===== src/rtl/tmds_enc_pkg.sv =====
package tmds_enc_pkg;
  localparam int unsigned DATA_W = 8;
  localparam int unsigned SYM_W  = DATA_W + 2;
  localparam int unsigned CTL_W  = 2;
  localparam int unsigned CNT_W  = $clog2(DATA_W + 1);
  localparam int unsigned HALF   = DATA_W / 2;

  // population count of one data-width word
  function automatic logic [CNT_W-1:0] ones_of(input logic [DATA_W-1:0] v);
    logic [CNT_W-1:0] acc;
    acc = '0;
    for (int i = 0; i < DATA_W; i++) acc = acc + CNT_W'(v[i]);
    return acc;
  endfunction

  // fixed blanking symbols
  function automatic logic [SYM_W-1:0] ctl_symbol(input logic [CTL_W-1:0] c);
    case (c)
      2'b00:   return 10'b1101010100;
      2'b01:   return 10'b0010101011;
      2'b10:   return 10'b0101010100;
      default: return 10'b1010101011;
    endcase
  endfunction
endpackage


===== src/rtl/tmds_min_stage.sv =====
module tmds_min_stage
  import tmds_enc_pkg::*;
(
  input  logic [DATA_W-1:0] din,
  output logic [DATA_W:0]   qm,
  output logic              use_xnor
);
  logic [CNT_W-1:0]  n_ones;
  logic [DATA_W-1:0] chain;

  assign n_ones   = ones_of(din);
  assign use_xnor = (n_ones > CNT_W'(HALF)) ||
                    ((n_ones == CNT_W'(HALF)) && !din[0]);

  always_comb begin
    chain[0] = din[0];
    for (int i = 1; i < DATA_W; i++) begin
      chain[i] = use_xnor ? ~(chain[i-1] ^ din[i]) : (chain[i-1] ^ din[i]);
    end
  end

  assign qm = {~use_xnor, chain};
endmodule


===== src/rtl/tmds_balance_stage.sv =====
module tmds_balance_stage
  import tmds_enc_pkg::*;
#(
  parameter int DISP_W = 6
) (
  input  logic [DATA_W:0]           qm,
  input  logic signed [DISP_W-1:0]  disp_in,
  output logic [SYM_W-1:0]          sym,
  output logic signed [DISP_W-1:0]  disp_next
);
  localparam int PAD_W = DISP_W - CNT_W - 1;
  localparam logic signed [DISP_W-1:0] WORD_BIAS = DISP_W'(DATA_W);

  logic [CNT_W-1:0]         n_ones;
  logic signed [DISP_W-1:0] skew;      // ones minus zeros of qm low bits
  logic signed [DISP_W-1:0] flag_two;  // 2 when bit 8 set
  logic signed [DISP_W-1:0] nflag_two; // 2 when bit 8 clear
  logic                     neutral;
  logic                     same_sign;
  logic [DATA_W-1:0]        low;

  assign low       = qm[DATA_W-1:0];
  assign n_ones    = ones_of(low);
  assign skew      = $signed({{PAD_W{1'b0}}, n_ones, 1'b0}) - WORD_BIAS;
  assign flag_two  = $signed({{(DISP_W-2){1'b0}}, qm[DATA_W], 1'b0});
  assign nflag_two = $signed({{(DISP_W-2){1'b0}}, ~qm[DATA_W], 1'b0});
  assign neutral   = (disp_in == '0) || (skew == '0);
  assign same_sign = ((disp_in > 0) && (skew > 0)) ||
                     ((disp_in < 0) && (skew < 0));

  always_comb begin
    if (neutral) begin
      sym       = {~qm[DATA_W], qm[DATA_W], (qm[DATA_W] ? low : ~low)};
      disp_next = qm[DATA_W] ? (disp_in + skew) : (disp_in - skew);
    end else if (same_sign) begin
      sym       = {1'b1, qm[DATA_W], ~low};
      disp_next = disp_in + flag_two - skew;
    end else begin
      sym       = {1'b0, qm[DATA_W], low};
      disp_next = disp_in - nflag_two + skew;
    end
  end
endmodule


===== src/rtl/tmds_chan_enc.sv =====
module tmds_chan_enc
  import tmds_enc_pkg::*;
#(
  parameter int DISP_W = 6
) (
  input  logic              clk,
  input  logic              rst_n,
  input  logic              pix_de,
  input  logic [DATA_W-1:0] pix_data,
  input  logic [CTL_W-1:0]  ctl_code,
  output logic [SYM_W-1:0]  sym_out
);
  logic [DATA_W:0]          stage_qm;
  logic                     stage_xnor;
  logic [SYM_W-1:0]         enc_sym;
  logic signed [DISP_W-1:0] disp_q;
  logic signed [DISP_W-1:0] disp_d;

  tmds_min_stage u_min (
    .din      (pix_data),
    .qm       (stage_qm),
    .use_xnor (stage_xnor)
  );

  tmds_balance_stage #(.DISP_W(DISP_W)) u_bal (
    .qm        (stage_qm),
    .disp_in   (disp_q),
    .sym       (enc_sym),
    .disp_next (disp_d)
  );

  always_ff @(posedge clk) begin
    if (!rst_n) begin
      sym_out <= ctl_symbol('0);
      disp_q  <= '0;
    end else if (pix_de) begin
      sym_out <= enc_sym;
      disp_q  <= disp_d;
    end else begin
      sym_out <= ctl_symbol(ctl_code);
      disp_q  <= '0;
    end
  end
endmodule


===== config.mk =====
export PLATFORM = sky130hd
export DESIGN_NAME = tmds_chan_enc
export DESIGN_NICKNAME = d
export VERILOG_FILES = /design/src/rtl/tmds_enc_pkg.sv /design/src/rtl/tmds_min_stage.sv /design/src/rtl/tmds_balance_stage.sv /design/src/rtl/tmds_chan_enc.sv
export SDC_FILE = /design/constraint.sdc
export NUM_CORES = 1
export LEC_CHECK = 0
export BUFFER_PORTS_ARGS = -buffer_cell sky130_fd_sc_hd__buf_2
export CAP_MARGIN = 25
export CORE_MARGIN = 1
export CORE_UTILIZATION = 48
export DETAILED_ROUTE_END_ITERATION = 12
export GPL_TIMING_DRIVEN = 0
export PLACE_DENSITY = 0.71
export SYNTH_ARGS = -nofsm -noshare
export SYNTH_HDL_FRONTEND = slang
export SYNTH_SLANG_ARGS = --single-unit

===== constraint.sdc =====
create_clock -name clk -period 24.6 [get_ports clk]
set_clock_uncertainty 0.05 [all_clocks]
set_input_delay 1.23 -clock clk [delete_from_list [all_inputs] [get_ports clk]]
set_output_delay 1.23 -clock clk [all_outputs]
set_load 0.03 [all_outputs]

==> results.yml, run 1 <==
run_status:
  status: "completed"
sta:
  fin_setup_tns_ns: 0
  grt_setup_unrepaired: "false"
  slew_headroom: 0.550
  post-route-min-period_ns: 9.73
  slew_violations: 0
  timing.hold.ws_ns: 0.670
  fmaxAchievable_mhz: 103
  fin_crit_sh: 0.396
  worst_pin_slew_ns: 0.675
  finalSetupViolCount: 0
  final_hold_viol_count: 0
worst_setup_path:
  worst_path_max_delay_cell: "fa_1"
  arrival_ns: 9.84
  worst-path-max-fanout: 11
  critPathMaxStageDelay_ns: 0.52
  crit_path_frequent_cell: "fa_1"
  crit_family: "adder cells"
  critPathKind: "in2reg"
  required_ns: 24.71
  path_buf_inv: 7
  endpoint_kind: "register"
  worstSetupStartpointType: "input pin"
synthesis:
  synth_xor_xnor_area_share: 0.146
  synth-main-ff-cell: "dfxtp_1"
  ys_top_cells_by_area: "ha_1 19%, dfxtp_1 16%, fa_1 14%, xnor2_1 12%, inv_1 7.4%"
  synth_top_family_by_area: "adder cells"
  synth_mux_area_frac: 0.0104
  synthesis.area_um2: 1920
  synthArstFlopShare: 0
  post-synth-top-area-cell: "ha_1"
  synth_fp_nets: 271
  synth-edff-count: 0
  ys_ff_latch: 15
  yosys_warnings: 0
  synth_top_area_share: 0.189
  synth_compound_area_frac: 0.176
  synth-simple-area-share: 0.0853
  synth_cells: 216
  syn_avg_cell_area_um2: 8.90
  ys_types: 45
  yosysSeqAreaShare: 0.156
  yosys.area_share.adder: 0.329
placement:
  io_buffer_count: 21
  gp_congestion: 0.823
  dpl_cell_area_um2: 2090
  dp.cells: 285
  dp_hpwl_um: 2970
clock_tree:
  cts_setup_buffers: 0
  cts_buffers: 3
  hold_buffers: 0
  path_clk_slew_ns: 0.06
  root_buffer: "clkbuf_8"
  cts_buffer_depth: 2
  cts_resized: 0
  insertion_delay_ns: 0.25
  clock-sinks: 15
  cts_tree: "yes"
  htreeDepth: 1
drt:
  via_per_inst: 5.03
  antenna_left: 0
  wl_per_cell_um: 11.8
  wirelength_um: 3410
  drt-initial-drc-count: 71
  vias: 1453
  drtPass1Iterations: 4
  drc: 0
global_route:
  antenna_found_initial: 0
  grt_usage: 0.181
  overflow: 0
  grt_first_pass_wirelength_um: 5970
  first_global_vias: 1354
  grt_max_degree: 12
job:
  cap_violations: 0
die:
  die-area_um2: 4260
  die_h_um: 65.3
  start_util: 0.513
  die_x_um: 65.3
  io_pins: 23
  num_rows: 22
  core_um2: 3740
cells_and_area:
  design_area_um2: 2130
  drive_above_1_share: 0.149
  fin_cells: 289
  num_antenna_cells: 0
  nNetsFinal: 297
  synthToLayoutAreaGrowth_pct: 11.0
hold_path:
  hold_class: "reg2reg"
-- worst min-delay path, cell delays in order, from the launching register on --
cell and delay (ns):
dfxtp_1 0.32, inv_1 0.14, ha_1 0.16, a211oi_1 0.05
-- worst paths after layout --
kind	cells after the start	slack, ns	startpoint	to
setup / recovery	30	14.87	pix_data[0]	disp_q[5]$_SDFF_PN0_
hold / removal	3	0.67	disp_q[1]$_SDFF_PN0_	disp_q[1]$_SDFF_PN0_
setup reg to reg	11	21.45	disp_q[1]$_SDFF_PN0_	disp_q[5]$_SDFF_PN0_
hold reg to reg	3	0.67	disp_q[1]$_SDFF_PN0_	disp_q[1]$_SDFF_PN0_
-- cells in the mapped netlist (2+ instances only) --
cell	count
xor2_1	6
o211ai_1	3
ha_1	29
a21o_1	7
nor3_1	3
nand4_1	2
nand2_1	10
nor2_1	6
buf_2	2
dfxtp_1	15
fa_1	13
o21ai_0	12
mux2i_1	2
xnor2_1	26
buf_6	2
a211oi_1	3
inv_1	38
nor2b_1	3
a22oi_1	2
a21oi_1	7
-- metrics by stage --
stage / setup WS, ns / util
floorplan: 15.37 / -
global placement: 14.62 / 0.557
detailed placement: 14.58 / 0.557
CTS: 14.81 / 0.570
global route: 14.26 / 0.570
finish: 14.87 / 0.570
-- registers in the layout, summed over array words and instances, names as in the netlist --
register and count:
disp_q 5, sym_out 10
-- cells in the final DEF (no fill, tap or decap), types with 2 or more instances in the layout --
cell and instances:
a211oi_1 3, dfxtp_1 15, buf_6 2, xor2_1 6, nor2_1 6, a21o_1 7, a22oi_1 2, nor2b_1 3
nor3_1 3, xnor2_1 26, o21ai_0 12, fa_1 13, clkbuf_8 3, nand4_1 2, nand2_1 10, ha_1 29
o211ai_1 3, a21oi_1 7, inv_1 38, mux2i_1 2, buf_2 23
-- layout make-up --
cell class                 count  area [um^2]
multi-input combinational    157         1440
timing repair buffer          21          105
tap                           48         60.1
buffer                         6         43.8
fill                         358         1610
clock inverter                 1         5.00
sequential                    15          300
clock buffer                   3         41.3
inverter                      38          143
-- layer usage --
layer  vias up  wire (um)  track usage
met3         5         87       0.0156
li1        765          -            -
met2        26       1550        0.296
met5         -          0            0
met1       657       1710        0.248
met4         0         57       0.0652
-- cell families after synthesis --
logic type      Yosys count
simple gates             32
mux                       2
buf+inv                  44
fa+ha+maj                43
flops                    15
xor+xnor                 32
compound gates           48
Power of run 1 is left out: the tool's default activity adds up to more than one toggle a clock period on the data nets, which glitch-free logic cannot reach.
==> run 2, diff against run 1 <==
--- a/config.mk
+++ b/config.mk
@@ -5,13 +5,14 @@
 export SDC_FILE = /design/constraint.sdc
 export NUM_CORES = 1
 export LEC_CHECK = 0
+export ABC_AREA = 1
 export BUFFER_PORTS_ARGS = -buffer_cell sky130_fd_sc_hd__buf_2
 export CAP_MARGIN = 25
 export CORE_MARGIN = 1
 export CORE_UTILIZATION = 48
 export DETAILED_ROUTE_END_ITERATION = 12
 export GPL_TIMING_DRIVEN = 0
-export PLACE_DENSITY = 0.71
+export PLACE_DENSITY = 0.73
 export SYNTH_ARGS = -nofsm -noshare
 export SYNTH_HDL_FRONTEND = slang
 export SYNTH_SLANG_ARGS = --single-unit
==> constraint.sdc (replaced) <==
create_clock -name clk -period 7.81 [get_ports clk]
set_clock_uncertainty 0.05 [all_clocks]
set_input_delay 0.3905 -clock clk [delete_from_list [all_inputs] [get_ports clk]]
set_output_delay 0.3905 -clock clk [all_outputs]
set_load 0.03 [all_outputs]
==> run 2 against run 1 <==
  * The run now ends with DRC left
  * Sequential share of layout area decreased by 1.0 points
  * Final cell count increased by 19%
  * Register-to-register slack got worse by 16 ns
  * Utilization about the same
  * Non-clock buffer count decreased by 3
  * Wire length increased by 25%
  * Hold slack got worse by 0.33 ns
  * Area after synthesis increased by 4.8%
  * Critical path depth increased by 3
  * Sequential cell count unchanged
  * Synthesized cell count increased by 24%
  * Die area increased by 4.7%
  * Critical endpoint unchanged
==> results.yml, run 2 <==
drt:
  antenna_left: 0
  wirelength_um: 4260
  vias: 1752
  drtPass1Iterations: 8
  drc: 1
  wl_per_cell_um: 12.3
  via_per_inst: 5.08
  drt-initial-drc-count: 71
synthesis:
  synth-main-ff-cell: "dfxtp_1"
  synth_top_area_share: 0.180
  yosysSeqAreaShare: 0.149
  ys_top_cells_by_area: "ha_1 18%, dfxtp_1 15%, fa_1 13%, inv_1 9.5%, nand2_1 9.5%"
  synth_fp_nets: 323
  synth_cells: 268
  ys_types: 32
  yosys_warnings: 0
  synthArstFlopShare: 0
  synth-edff-count: 0
  syn_avg_cell_area_um2: 7.52
  yosys-top-cells-count: "51 x inv_1, 51 x nand2_1, 29 x ha_1"
  post-synth-top-area-cell: "ha_1"
  ys_ff_latch: 15
  synthesis.area_um2: 2010
clock_tree:
  clock-sinks: 15
  cts_buffers: 3
  cts_buffer_depth: 2
  hold_buffers: 0
  path_clk_slew_ns: 0.07
  cts_tree: "yes"
  htreeDepth: 1
  root_buffer: "clkbuf_8"
  insertion_delay_ns: 0.25
worst_setup_path:
  crit_family: "adder cells"
  worstSetupStartpointType: "input pin"
  arrival_ns: 7.57
  critPathLaunch: "pix_data[0]"
  critPathKind: "in2reg"
  path_buf_inv: 10
  ff2ff_setup_slack_ns: 5.18
  endpoint_kind: "register"
  rr_endpoint: "disp_q[5]$_SDFF_PN0_"
  rr_worst_depth: 12
  worst_path_max_delay_cell: "fa_1"
  crit_end: "disp_q[5]$_SDFF_PN0_"
  reg2reg_from: "disp_q[1]$_SDFF_PN0_"
  required_ns: 7.89
  critPathMaxStageDelay_ns: 0.55
  path_depth: 33
  worst-path-max-fanout: 11
cells_and_area:
  nNetsFinal: 351
  final_common_cell: "inv_1"
  largest_register_ffs: 10
  largest_register: "sym_out"
  drive_above_1_share: 0.200
  synthToLayoutAreaGrowth_pct: 14.0
  layout_common_cells: "50 x inv_1, 49 x nand2_1, 27 x ha_1"
  nFillCells: 384
  num_antenna_cells: 0
  biggestRegsByFlops: "sym_out (10), disp_q (5)"
global_route:
  antenna_found_initial: 0
  first_global_vias: 1485
  grt_usage: 0.195
  grt_max_degree: 12
  grt_first_pass_wirelength_um: 6640
  overflow: 0
placement:
  dp_hpwl_um: 3480
  gp_congestion: 0.876
  io_buffer_count: 22
job:
  cap_violations: 0
hold_path:
  hold_class: "in2reg"
die:
  num_rows: 23
  die_x_um: 66.8
  core_um2: 4030
  start_util: 0.500
  die_h_um: 66.8
  io_pins: 23
  die-area_um2: 4460
sta:
  post-route-min-period_ns: 7.49
  finalSetupViolCount: 0
  worst_pin_slew_ns: 0.431
  slew_violations: 0
  fin_crit_sh: 0.959
  timing.hold.ws_ns: 0.339
  fmaxAchievable_mhz: 133
  slew_headroom: 0.712
  final_hold_viol_count: 0
run_status:
  status: "finished, violations left"
  violations: "DRC"
run 2: changes by cell type in the layout (fill, tap and decap cells not counted), moves of 8 or more:
cell,change
nand3_1,+11
o21ai_1,+9
xnor2_1,-24
nand2_1,+39
xor2_1,+8
inv_1,+12
run 2: final cells by class:
cell class	count	area, um^2	area share
Clock buffer	3	41.3	0.0180
Sequential cell	15	300	0.131
Clock inverter	1	5.00	0.00218
Multi-Input combinational cell	194	1540	0.670
Timing Repair Buffer	23	118	0.0512
Tap cell	50	62.6	0.0272
Inverter	58	220	0.0959
Buffer	1	11.3	0.00490
run 2: per-layer routing:
layer	routed length, um	global-route usage
met3	144	0.0154
met5	0	0
met4	0	0.0239
met1	2000	0.278
met2	2110	0.326
run 2: kinds of logic (layout without fill, tap and decap cells):
family / Yosys count / after routing / synth area share
AOI/OAI and AO/OA: 40 / 40 / 0.118
xor gates and xnor gates: 18 / 18 / 0.0925
adders and majority gates: 42 / 42 / 0.309
buffers and inverters: 59 / 86 / 0.112
DFF: 15 / 15 / 0.149
and+or+nand+nor: 94 / 94 / 0.219
run 2: worst min path at each step:
stage / start / to / slack [ns] / cells past startpoint
floorplan: pix_de / sym_out[4]$_SDFF_PN1_ / 0.44 / 2
global placement: rst_n / sym_out[9]$_SDFF_PN1_ / 0.59 / 2
detailed placement: pix_de / sym_out[4]$_SDFF_PN1_ / 0.59 / 3
CTS: pix_de / sym_out[4]$_SDFF_PN1_ / 0.34 / 3
global route: rst_n / sym_out[9]$_SDFF_PN1_ / 0.36 / 2
finish: pix_de / sym_out[4]$_SDFF_PN1_ / 0.34 / 3
run 2: worst min-delay path: cells and delay by family:
family,cells,cell delay [ns]
buffers and inverters,1,0.11
AND/OR/NAND/NOR,2,0.11
run 2: metrics by stage:
| stage | worst slack [ns] | TNS (ns) | instances | utilization | area [um^2] |
|---|---|---|---|---|---|
| after floorplan | 0.390 | 0 | 268 | - | 2010 |
| after global placement | -0.304 | -2.08 | 340 | 0.543 | 2190 |
| after detailed placement | -0.423 | -3.52 | 340 | 0.543 | 2190 |
| after CTS | 0.0120 | 0 | 344 | 0.558 | 2250 |
| after global routing | -0.0107 | -0.0107 | 345 | 0.570 | 2300 |
| final | 0.317 | 0 | 345 | 0.570 | 2300 |
run 2: what timing repair did:
item,4_1_cts,5_1_grt
setup endpoints to repair,6,14
buffers inserted,0,1
gates resized for setup,4,10
pin swaps,0,1
Power of run 2 is left out for the same reason.
==> run 3, diff against run 2 <==
--- a/config.mk
+++ b/config.mk
@@ -5,7 +5,6 @@
 export SDC_FILE = /design/constraint.sdc
 export NUM_CORES = 1
 export LEC_CHECK = 0
-export ABC_AREA = 1
 export BUFFER_PORTS_ARGS = -buffer_cell sky130_fd_sc_hd__buf_2
 export CAP_MARGIN = 25
 export CORE_MARGIN = 1
==> run 3 against run 2 <==
  * The run ends with setup timing left
  * Wire length decreased by 8.9%
  * Largest cell class unchanged
  * Non-clock buffer count up 10
  * Cell area shrank 1.5%
  * Critical path type unchanged
  * Setup slack worse by 0.47 ns
==> results.yml, run 3 (synthesized netlist as in run 1, its figures left out) <==
clock_tree:
  cts_buffer_depth: 2
  clock-sinks: 15
  path_clk_slew_ns: 0.06
  cts_buffers: 3
  hold_buffers: 0
  insertion_delay_ns: 0.26
  root_buffer: "clkbuf_8"
  cts_tree: "yes"
  htreeDepth: 1
run_status:
  violations: "setup timing"
  status: "finished, violations left"
cells_and_area:
  layout_common_cells: "37 x inv_1, 27 x ha_1, 25 x xnor2_1"
  synthToLayoutAreaGrowth_pct: 17.7
  largest_register: "sym_out"
  num_antenna_cells: 0
  nNetsFinal: 304
  final_common_cell: "inv_1"
  largest_register_ffs: 10
  biggestRegsByFlops: "sym_out (10), disp_q (5)"
  fin_cells: 296
  drive_above_1_share: 0.226
worst_setup_path:
  crit_path_frequent_cell: "fa_1"
  crit_family: "adder cells"
  critPathMaxStageDelay_ns: 0.52
  path_buf_inv: 8
  endpoint_kind: "register"
  critPathKind: "in2reg"
  worst-path-max-fanout: 11
  worst_path_max_delay_cell: "fa_1"
  rr_worst_depth: 11
  worstSetupStartpointType: "input pin"
  required_ns: 7.92
  arrival_ns: 8.08
  path_depth: 31
global_route:
  grt_util_met1: 0.290
  grt_usage: 0.205
  use_met3: 0.0122
  antenna_found_initial: 0
  overflow: 0
  grt_max_degree: 12
  first_global_vias: 1473
  grt_first_pass_wirelength_um: 6760
  busiest_layer: "met2"
  grtUsageMet2: 0.326
sta:
  finalSetupViolCount: 1
  fin_crit_sh: 1.02
  worst_pin_slew_ns: 0.560
  final_hold_viol_count: 0
  fin_ws_ns: -0.154
  post-route-min-period_ns: 7.96
  timing.hold.ws_ns: 0.308
  slew_headroom: 0.624
  grt_setup_unrepaired: "true"
  fmaxAchievable_mhz: 126
  slew_violations: 0
die:
  num_rows: 22
  die-area_um2: 4260
  io_pins: 23
  start_util: 0.513
  die_h_um: 65.3
  die_x_um: 65.3
  core_um2: 3740
placement:
  dp_hpwl_um: 3200
  dp.cells: 285
  gp_congestion: 0.853
  io_buffer_count: 21
  dp_worst_setup_slack_ns: -0.691
hold_path:
  hold_depth: 2
  hold_class: "in2reg"
drt:
  via_per_inst: 5.11
  antenna_left: 0
  vias: 1512
  drc: 0
  drtPass1Iterations: 4
  drt-initial-drc-count: 45
  wl_per_cell_um: 13.1
  wirelength_um: 3880
job:
  cap_violations: 0
run 3: routing by layer:
metal / routed length, um / share of wire
met1: 1840 / 0.47
met5: 0 / 0
met3: 83 / 0.021
met4: 82 / 0.021
met2: 1870 / 0.48
run 3: layout make-up:
| cell class | count | area (um^2) |
|---|---|---|
| Tap cell | 48 | 60.1 |
| Inverter | 38 | 143 |
| Multi-Input combinational cell | 157 | 1500 |
| Clock buffer | 3 | 41.3 |
| Timing Repair Buffer | 28 | 158 |
| Buffer | 6 | 51.3 |
| Clock inverter | 1 | 5.00 |
| Sequential cell | 15 | 300 |
| Fill cell | 344 | 1480 |
run 3: per-stage QoR:
stage               cell area, um^2   util  TNS, ns
finish                         2260  0.604   -0.154
global route                   2260  0.604   -0.400
CTS                            2220  0.594   -0.105
global placement               2120  0.566   -0.814
detailed placement             2120  0.566    -1.92
floorplan                      1950      -        0
run 3: worst reg2reg max path: stages, from the launching register on:
cell,delay [ns]
dfxtp_1,0.35
inv_1,0.11
fa_2,0.59
inv_1,0.08
fa_1,0.38
and2b_2,0.25
nor2_1,0.05
maj3_1,0.36
mux2i_1,0.20
a221oi_2,0.10
or4_1,0.43
o311ai_1,0.10
run 3: worst paths after layout:
check | from | endpoint | slack, ns
setup / recovery | pix_data[0] | disp_q[5]$_SDFF_PN0_ | -0.15
hold / removal | rst_n | sym_out[8]$_SDFF_PN1_ | 0.31
setup reg to reg | disp_q[1]$_SDFF_PN0_ | disp_q[5]$_SDFF_PN0_ | 4.66
hold reg to reg | disp_q[1]$_SDFF_PN0_ | disp_q[1]$_SDFF_PN0_ | 0.71
run 3: repair_timing:
item,in CTS,in global routing
hold endpoints to repair,0,0
setup endpoints to repair,1,6
buffers inserted,5,2
gates resized for setup,2,5
pin swaps,4,5
Power of run 3 is left out for the same reason.
